### src/rtl/bitplane_shifter_pkg.sv
package bitplane_shifter_pkg;
  typedef enum logic [1:0] {
    RES_LOW  = 2'b00,
    RES_MED  = 2'b01,
    RES_MONO = 2'b10,
    RES_MONB = 2'b11
  } res_e;

  function automatic logic is_mono(res_e r);
    return r[1];
  endfunction
endpackage

### src/rtl/bsh_load_sync.sv
module bsh_load_sync #(
  parameter int WORD_W      = 16,
  parameter int PLANES      = 4,
  parameter int SYNC_STAGES = 2
) (
  input  logic                           clk_i,
  input  logic                           rst_ni,
  input  logic                           load_ni,
  input  logic                           cs_ni,
  input  logic [WORD_W-1:0]              data_i,
  output logic [PLANES-1:0][WORD_W-1:0]  planes_o,
  output logic                           soft_rst_o
);
  localparam int IDX_W = (PLANES > 1) ? $clog2(PLANES) : 1;
  localparam logic [IDX_W-1:0] LAST = IDX_W'(PLANES - 1);

  logic [SYNC_STAGES-1:0] ld_sync, cs_sync;
  logic                   ld_prev;
  logic                   ld_q, cs_q, wr;
  logic [IDX_W-1:0]       widx;

  always_ff @(posedge clk_i or negedge rst_ni) begin
    if (!rst_ni) begin
      ld_sync <= '1;
      cs_sync <= '1;
      ld_prev <= 1'b1;
    end else begin
      ld_sync <= {ld_sync[SYNC_STAGES-2:0], load_ni};
      cs_sync <= {cs_sync[SYNC_STAGES-2:0], cs_ni};
      ld_prev <= ld_q;
    end
  end

  assign ld_q       = ld_sync[SYNC_STAGES-1];
  assign cs_q       = cs_sync[SYNC_STAGES-1];
  assign soft_rst_o = ~ld_q & ~cs_q;
  assign wr         = ld_prev & ~ld_q & cs_q;

  always_ff @(posedge clk_i or negedge rst_ni) begin
    if (!rst_ni)         widx <= '0;
    else if (soft_rst_o) widx <= '0;
    else if (wr)         widx <= (widx == LAST) ? '0 : widx + 1'b1;
  end

  for (genvar p = 0; p < PLANES; p++) begin : g_plane
    always_ff @(posedge clk_i or negedge rst_ni) begin
      if (!rst_ni)                          planes_o[p] <= '0;
      else if (wr && widx == IDX_W'(p))     planes_o[p] <= data_i;
    end
  end

  assert_widx_step_R1: assert property (@(posedge clk_i) disable iff (!rst_ni)
    (wr && !soft_rst_o) |=> (widx == (($past(widx) == LAST) ? '0 : $past(widx) + 1'b1)));

  assert_soft_idx_R9: assert property (@(posedge clk_i) disable iff (!rst_ni)
    soft_rst_o |=> (widx == '0));
endmodule

### src/rtl/bsh_shift_array.sv
module bsh_shift_array
  import bitplane_shifter_pkg::*;
#(
  parameter int WORD_W     = 16,
  parameter int PLANES     = 4,
  parameter int CNT_W      = 4,
  parameter int CNT_PRESET = 4
) (
  input  logic                           clk_i,
  input  logic                           rst_ni,
  input  logic                           soft_rst_i,
  input  logic                           pix_en_i,
  input  res_e                           res_i,
  input  logic                           de_i,
  input  logic [PLANES-1:0][WORD_W-1:0]  planes_i,
  output logic                           tick_o,
  output logic [PLANES-1:0]              bits_o
);
  localparam logic [CNT_W-1:0] CNT_MAX = '1;
  localparam logic [CNT_W-1:0] PRESET  = CNT_W'(CNT_PRESET);

  logic [1:0]       pre;
  logic [CNT_W-1:0] cnt;
  logic             reload;

  always_ff @(posedge clk_i or negedge rst_ni) begin
    if (!rst_ni)         pre <= '0;
    else if (soft_rst_i) pre <= '0;
    else if (pix_en_i)   pre <= pre + 1'b1;
  end

  // Mode-dependent pixel tick from the base enable
  always_comb begin
    case (res_i)
      RES_LOW: tick_o = pix_en_i & (pre == 2'b11);
      RES_MED: tick_o = pix_en_i & pre[0];
      default: tick_o = pix_en_i;
    endcase
  end

  assign reload = tick_o & de_i & (cnt == CNT_MAX);

  always_ff @(posedge clk_i or negedge rst_ni) begin
    if (!rst_ni)         cnt <= PRESET;
    else if (soft_rst_i) cnt <= PRESET;
    else if (tick_o) begin
      if (!de_i)       cnt <= PRESET;
      else if (reload) cnt <= '0;
      else             cnt <= cnt + 1'b1;
    end
  end

  for (genvar p = 0; p < PLANES; p++) begin : g_sh
    logic [WORD_W-1:0] sh;
    always_ff @(posedge clk_i or negedge rst_ni) begin
      if (!rst_ni)         sh <= '0;
      else if (soft_rst_i) sh <= '0;
      else if (tick_o) begin
        if (!de_i)       sh <= '0;
        else if (reload) sh <= planes_i[p];
        else             sh <= {sh[WORD_W-2:0], 1'b0};
      end
    end
    assign bits_o[p] = sh[WORD_W-1];
  end

  assert_preset_R2: assert property (@(posedge clk_i) disable iff (!rst_ni)
    (tick_o && !de_i) |=> (cnt == PRESET));

  assert_reload_wrap_R2: assert property (@(posedge clk_i) disable iff (!rst_ni)
    (reload && !soft_rst_i) |=> (cnt == '0));

  assert_low_rate_R3: assert property (@(posedge clk_i) disable iff (!rst_ni)
    (tick_o && res_i == RES_LOW) |=> !(tick_o && res_i == RES_LOW));
endmodule

### src/rtl/bsh_color_out.sv
module bsh_color_out
  import bitplane_shifter_pkg::*;
#(
  parameter int PLANES  = 4,
  parameter int COLOR_W = 12,
  parameter int PAL_N   = 16
) (
  input  logic                       clk_i,
  input  logic                       rst_ni,
  input  logic                       tick_i,
  input  logic                       de_i,
  input  res_e                       res_i,
  input  logic [PLANES-1:0]          bits_i,
  input  logic                       pal_we_i,
  input  logic [$clog2(PAL_N)-1:0]   pal_addr_i,
  input  logic [COLOR_W-1:0]         pal_data_i,
  output logic [COLOR_W-1:0]         rgb_o
);
  localparam int IDX_W = $clog2(PAL_N);

  logic [COLOR_W-1:0] pal_q [PAL_N];
  logic [IDX_W-1:0]   sel, idx_q;
  logic               de1_q;

  always_ff @(posedge clk_i or negedge rst_ni) begin
    if (!rst_ni) begin
      for (int i = 0; i < PAL_N; i++) pal_q[i] <= '0;
    end else if (pal_we_i) begin
      pal_q[pal_addr_i] <= pal_data_i;
    end
  end

  always_comb begin
    sel = '0;
    case (res_i)
      RES_LOW: sel = bits_i[IDX_W-1:0];
      RES_MED: sel[1:0] = bits_i[1:0];
      default: sel[0] = bits_i[0];
    endcase
  end

  // Stage 1: index select
  always_ff @(posedge clk_i or negedge rst_ni) begin
    if (!rst_ni) begin
      idx_q <= '0;
      de1_q <= 1'b0;
    end else if (tick_i) begin
      idx_q <= sel;
      de1_q <= de_i;
    end
  end

  // Stage 2: palette read or monochrome bypass
  always_ff @(posedge clk_i or negedge rst_ni) begin
    if (!rst_ni) rgb_o <= '0;
    else if (tick_i) begin
      if (!de1_q)              rgb_o <= pal_q[0];
      else if (is_mono(res_i)) rgb_o <= {COLOR_W{idx_q[0]}};
      else                     rgb_o <= pal_q[idx_q];
    end
  end

  assert_mono_bw_R5: assert property (@(posedge clk_i) disable iff (!rst_ni)
    (tick_i && de1_q && is_mono(res_i)) |=> (rgb_o == '0 || rgb_o == '1));

  assert_border_R7: assert property (@(posedge clk_i) disable iff (!rst_ni)
    (tick_i && !de1_q && !pal_we_i) |=> (rgb_o == pal_q[0]));

  assert_hold_R6: assert property (@(posedge clk_i) disable iff (!rst_ni)
    !tick_i |=> $stable(rgb_o));
endmodule

### src/rtl/bitplane_shifter.sv
module bitplane_shifter
  import bitplane_shifter_pkg::*;
#(
  parameter int WORD_W      = 16,
  parameter int PLANES      = 4,
  parameter int COLOR_W     = 12,
  parameter int PAL_N       = 16,
  parameter int CNT_W       = 4,
  parameter int CNT_PRESET  = 4,
  parameter int SYNC_STAGES = 2
) (
  input  logic                      clk_i,
  input  logic                      rst_ni,
  input  logic                      pix_en_i,
  input  logic                      load_ni,
  input  logic                      cs_ni,
  input  logic [WORD_W-1:0]         data_i,
  input  logic                      res_we_i,
  input  logic [1:0]                res_i,
  input  logic                      de_i,
  input  logic                      pal_we_i,
  input  logic [$clog2(PAL_N)-1:0]  pal_addr_i,
  input  logic [COLOR_W-1:0]        pal_data_i,
  output logic [COLOR_W-1:0]        rgb_o
);
  logic [PLANES-1:0][WORD_W-1:0] planes;
  logic [PLANES-1:0]             bits;
  logic                          soft_rst, tick;
  res_e                          res_q;

  always_ff @(posedge clk_i or negedge rst_ni) begin
    if (!rst_ni)       res_q <= RES_LOW;
    else if (soft_rst) res_q <= RES_LOW;
    else if (res_we_i) res_q <= res_e'(res_i);
  end

  bsh_load_sync #(
    .WORD_W(WORD_W), .PLANES(PLANES), .SYNC_STAGES(SYNC_STAGES)
  ) u_load (
    .clk_i, .rst_ni, .load_ni, .cs_ni, .data_i,
    .planes_o(planes), .soft_rst_o(soft_rst)
  );

  bsh_shift_array #(
    .WORD_W(WORD_W), .PLANES(PLANES), .CNT_W(CNT_W), .CNT_PRESET(CNT_PRESET)
  ) u_shift (
    .clk_i, .rst_ni, .soft_rst_i(soft_rst), .pix_en_i, .res_i(res_q), .de_i,
    .planes_i(planes), .tick_o(tick), .bits_o(bits)
  );

  bsh_color_out #(
    .PLANES(PLANES), .COLOR_W(COLOR_W), .PAL_N(PAL_N)
  ) u_color (
    .clk_i, .rst_ni, .tick_i(tick), .de_i, .res_i(res_q), .bits_i(bits),
    .pal_we_i, .pal_addr_i, .pal_data_i, .rgb_o
  );

  assert_res_clear_R9: assert property (@(posedge clk_i) disable iff (!rst_ni)
    soft_rst |=> (res_q == RES_LOW));
endmodule

### config.mk
export PLATFORM = sky130hd
export DESIGN_NAME = bitplane_shifter
export DESIGN_NICKNAME = d
export VERILOG_FILES = /design/src/rtl/bitplane_shifter_pkg.sv /design/src/rtl/bsh_load_sync.sv /design/src/rtl/bsh_shift_array.sv /design/src/rtl/bsh_color_out.sv /design/src/rtl/bitplane_shifter.sv
export SDC_FILE = /design/constraint.sdc
export NUM_CORES = 1
export LEC_CHECK = 0
export BUFFER_PORTS_ARGS = -buffer_cell sky130_fd_sc_hd__buf_2
export CORE_MARGIN = 4
export CORE_UTILIZATION = 40
export CTS_BUF_LIST = sky130_fd_sc_hd__clkbuf_16
export DETAILED_ROUTE_END_ITERATION = 7
export PLACE_DENSITY = 0.61
export SLEW_MARGIN = 20
export SYNTH_ARGS = -nofsm -noshare
export SYNTH_HDL_FRONTEND = slang
export SYNTH_HIERARCHICAL = 1
export SYNTH_SLANG_ARGS = --single-unit
### constraint.sdc
create_clock -name clk_i -period 2.2 [get_ports clk_i]
set_input_delay 0.44 -clock clk_i [delete_from_list [all_inputs] [get_ports clk_i]]
set_output_delay 0.44 -clock clk_i [all_outputs]
set_load 0.01 [all_outputs]
==> results by group <==
Die
  – Die H: roughly 210 um
  – Die area: 45160 um2
  – Ports: 54
  – Core area: 41110 um2
  – Die W: 212.5 um
  – Rows: 74
  – Initial Utilization: 40.70%

Yosys
  – #FFs+latches synth: 352
  – Compound-Gate Fraction of Synth Area: between 10% and 20%
  – Async set or reset register ratio after synthesis: 100.0%
  – EDFF count, synth: 0
  – Main combinational cell family by area after synthesis: multiplexers
  – Syn nets: approximately 1200
  – Syn. warnings: 6
  – Mux cell area share after synthesis: 25.44%
  – Simple-Gate Fraction of Synth Area: 6.103%
  – Synth Area in Adders: less than 1%
  – Xor/xnor share of the synthesized area: less than 1%
  – Post-Syn Instances: 1171
  – Ys flop type: dfrtp_1
  – Mean Syn Cell Area: 14.29 um2
  – Cell variety after synth: 52
  – Mapped cell area: 16730 um2
  – Seq/Total Area, Yosys: 52.70%

Detailed routing
  – Routed wire length per instance: 20.77 um
  – DR vias/cell: 5.415
  – Final WL: 37.34 mm
  – Number of DRC markers in iteration 0: 739
  – Antenna Nets Post-Route: 0
  – DRC viols: 0
  – DR vias: between 9000 and 10000
  – DR pass1 iterations: 4

Clocking
  – Post-cts resize count: 0
  – Total CTS buffers: 41
  – TritonCTS clock tree: done
  – CTS root buf: clkbuf_16
  – H-tree depth: 2
  – Max clock buf depth: 3
  – Clk Latency, worst-skew pair: 0.56 ns
  – # hold bufs at CTS: 3
  – Postcts setup bufs: 0
  – Clock sink count: between 300 and 400
  – Reg clk slew, reported paths: 0.06 ns

Placement
  – # port buffers: 53
  – Placed insts: 1719
  – GPL Wtd Cong: 0.7420
  – Final HPWL DP: ~23 mm

Timing
  – TNS Setup: 0 ns
  – Fmax: 509.8 MHz
  – Worst Skew: ~0.021 ns
  – Final number of max-transition violations: 0
  – RSZ-0062 raised after global routing: no
  – Setup violators final: 0
  – Final period util: 89.15%
  – Final min period: 1.961 ns
  – Relative slew slack: a little under three fifths
  – Hold Fails Final Rpt: 0
  – Slew @ Worst Pin: around 0.67 ns

Critical path
  – CP Max Fanout: 45
  – Worst Setup End Kind: flip-flop
  – Req. time, crit path: approximately 2.7 ns
  – Data arrival, critical path: between 2 and 2.5 ns
  – WS Path Type: reg -> reg
  – Startpoint types: flip-flop

Power and ir drop
  – Combinational power share: 25.7%
  – Sw Share: 29.99%
  – Sequential power share: a little under half
  – P_int: around 0.015 W
  – Net switching power: about 0.0064 W
  – Leak: about 8.4 nW
  – Power share of the clock group: 29.1%
  – Maximum VDD drop: approximately 0.65 mV
  – Pwr/cell area: 1130 nW/um2

Global routing
  – Vias in the first global route: 10280
  – Total global-route track usage: approximately 17%
  – GRT overflow: 0
  – Largest net degree at the start of global routing: 80
  – First-pass GRT wire length: roughly 60 mm
  – Antenna violations before repair: 1

Hold path
  – Hold crit path type: in -> reg

Cells and area
  – Most frequent cells in the layout: dfrtp_1 (344), mux2_2 (188), a21oi_1 (73)
  – Final #Nets: 1281
  – Fin util: 45.82%
  – Layout cell share with drive strength beyond 1: a little over two fifths
  – Syn-to-layout area delta: 12.60%
  – Finished Layout Cells: 1798
  – Most common cell after layout, fill and taps aside: dfrtp_1

Outcome
  – Status: complete, no violations

Flow run
  – # Max-Cap Violations: 0
cells by family (layout without fill, tap and decap cells):
| logic type | Yosys count | count (layout) |
|---|---|---|
| flip-flops | 352 | 352 |
| AND/OR/NAND/NOR | 172 | 172 |
| multiplexers | 333 | 333 |
| adder cells (fa/ha/maj) | 6 | 6 |
| XOR/XNOR | 1 | 1 |
| buffers and inverters | 105 | 198 |
| AO/OA/AOI/OAI | 202 | 202 |
| other | 0 | 2 |
final timing paths:
check	start	end	slack (ns)	depth (start not counted)
min in group asynchronous	rst_ni	u_load/planes_o[27]$_DFFE_PN0P_	0.37	2
worst min-delay path	res_i[1]	res_q[1]$_DFFE_PN0P_	0.14	3
max in group asynchronous	rst_ni	u_color/pal_q[128]$_DFFE_PN0P_	1.06	3
worst max register to register	u_shift/pre[0]$_DFFE_PN0P_	u_shift/g_sh[1].sh[13]$_DFFE_PN0P_	0.24	7
worst min register to register	u_load/ld_sync[0]$_DFF_PN1_	u_load/ld_sync[1]$_DFF_PN1_	0.36	0
worst max-delay path	u_shift/pre[0]$_DFFE_PN0P_	u_shift/g_sh[1].sh[13]$_DFFE_PN0P_	0.24	7
layer usage:
metal  vias to the layer above  GRT usage, %  part of all wire (%)
met1                      5090         25.26                    50
met4                         0         4.776                   2.1
met5                         -             0                     0
met2                       152         25.43                    45
li1                       4446             -                     -
met3                        49         3.099                   3.8
sequential cells by signal, summed over array words and instances (netlist names):
name,cells
u_color/pal_q,192
res_q,2
u_load/widx,2
u_load/planes_o,64
u_shift/g_sh.sh,64
u_shift/pre,2
u_color/de1_q,1
u_load/ld_sync,2
u_color/idx_q,4
u_load/ld_prev,1
u_color/rgb_o,12
u_load/cs_sync,2
u_shift/cnt,4
worst max-delay path, stage by stage (launching register included):
cell	delay, ns
dfrtp_1	0.40
ha_1	0.20
mux2_4	0.28
o21ai_4	0.17
buf_12	0.28
buf_4	0.33
a221oi_2	0.06
a21oi_1	0.14
cell type report:
cell class / instances / area (um2)
diodes: 2 / 5.005
repair buffers: 116 / 980.9
flip-flops and latches: 352 / 8821
fillers: 3748 / 22270
clock buffers: 43 / 1076
well taps: 532 / 665.6
multi-input cells: 714 / 7112
clock inverters: 31 / 147.6
inverters: 8 / 30.03
synth_stat cells, types with 6 or more instances:
cell / count / area (um2)
a221oi_2: 56 / 840.8
dfrtp_1: 346 / 8658
nand2b_1: 64 / 400.4
buf_12: 8 / 160.2
o21ai_0: 15 / 75.07
buf_6: 29 / 326.6
clkbuf_1: 25 / 93.84
inv_1: 7 / 26.28
nand3b_1: 10 / 75.07
a31oi_1: 13 / 81.33
ha_1: 6 / 75.07
buf_2: 25 / 125.1
nor2_1: 29 / 108.9
nand3_1: 11 / 55.05
mux2_4: 71 / 1066
nand2_1: 35 / 131.4
dfstp_2: 6 / 157.7
a21oi_2: 11 / 96.34
mux2i_1: 49 / 490.5
a22oi_1: 23 / 172.7
buf_4: 7 / 52.55
mux4_2: 20 / 450.4
a21oi_1: 73 / 365.4
mux2_2: 188 / 2117
power groups by stage:
stage | Sequential (W) | Clock [W] | Combinational, W
5_1_grt | 0.00984 | 0.00666 | 0.00598
3_5_place_dp | 0.00969 | 0 | 0.00550
4_1_cts | 0.00961 | 0.00641 | 0.00553
2_1_floorplan | 0.00929 | 0 | 0.00430
6_report | 0.00962 | 0.00620 | 0.00547
3_3_place_gp | 0.00964 | 0 | 0.00538
metrics by stage:
stage	setup WS [ns]	hold WS (ns)	cell area, um2	total power [W]
final	0.2386	0.1422	18840	0.02129
after global routing	0.1224	0.1410	18840	0.02248
after CTS	0.2513	0.1093	18830	0.02154
after detailed placement	0.2450	0.3500	17580	0.01519
after global placement	0.2498	0.3464	17580	0.01502
after floorplan	0.4120	0.1444	16730	0.01359
No activity file was read; power rests on OpenSTA's default activity.
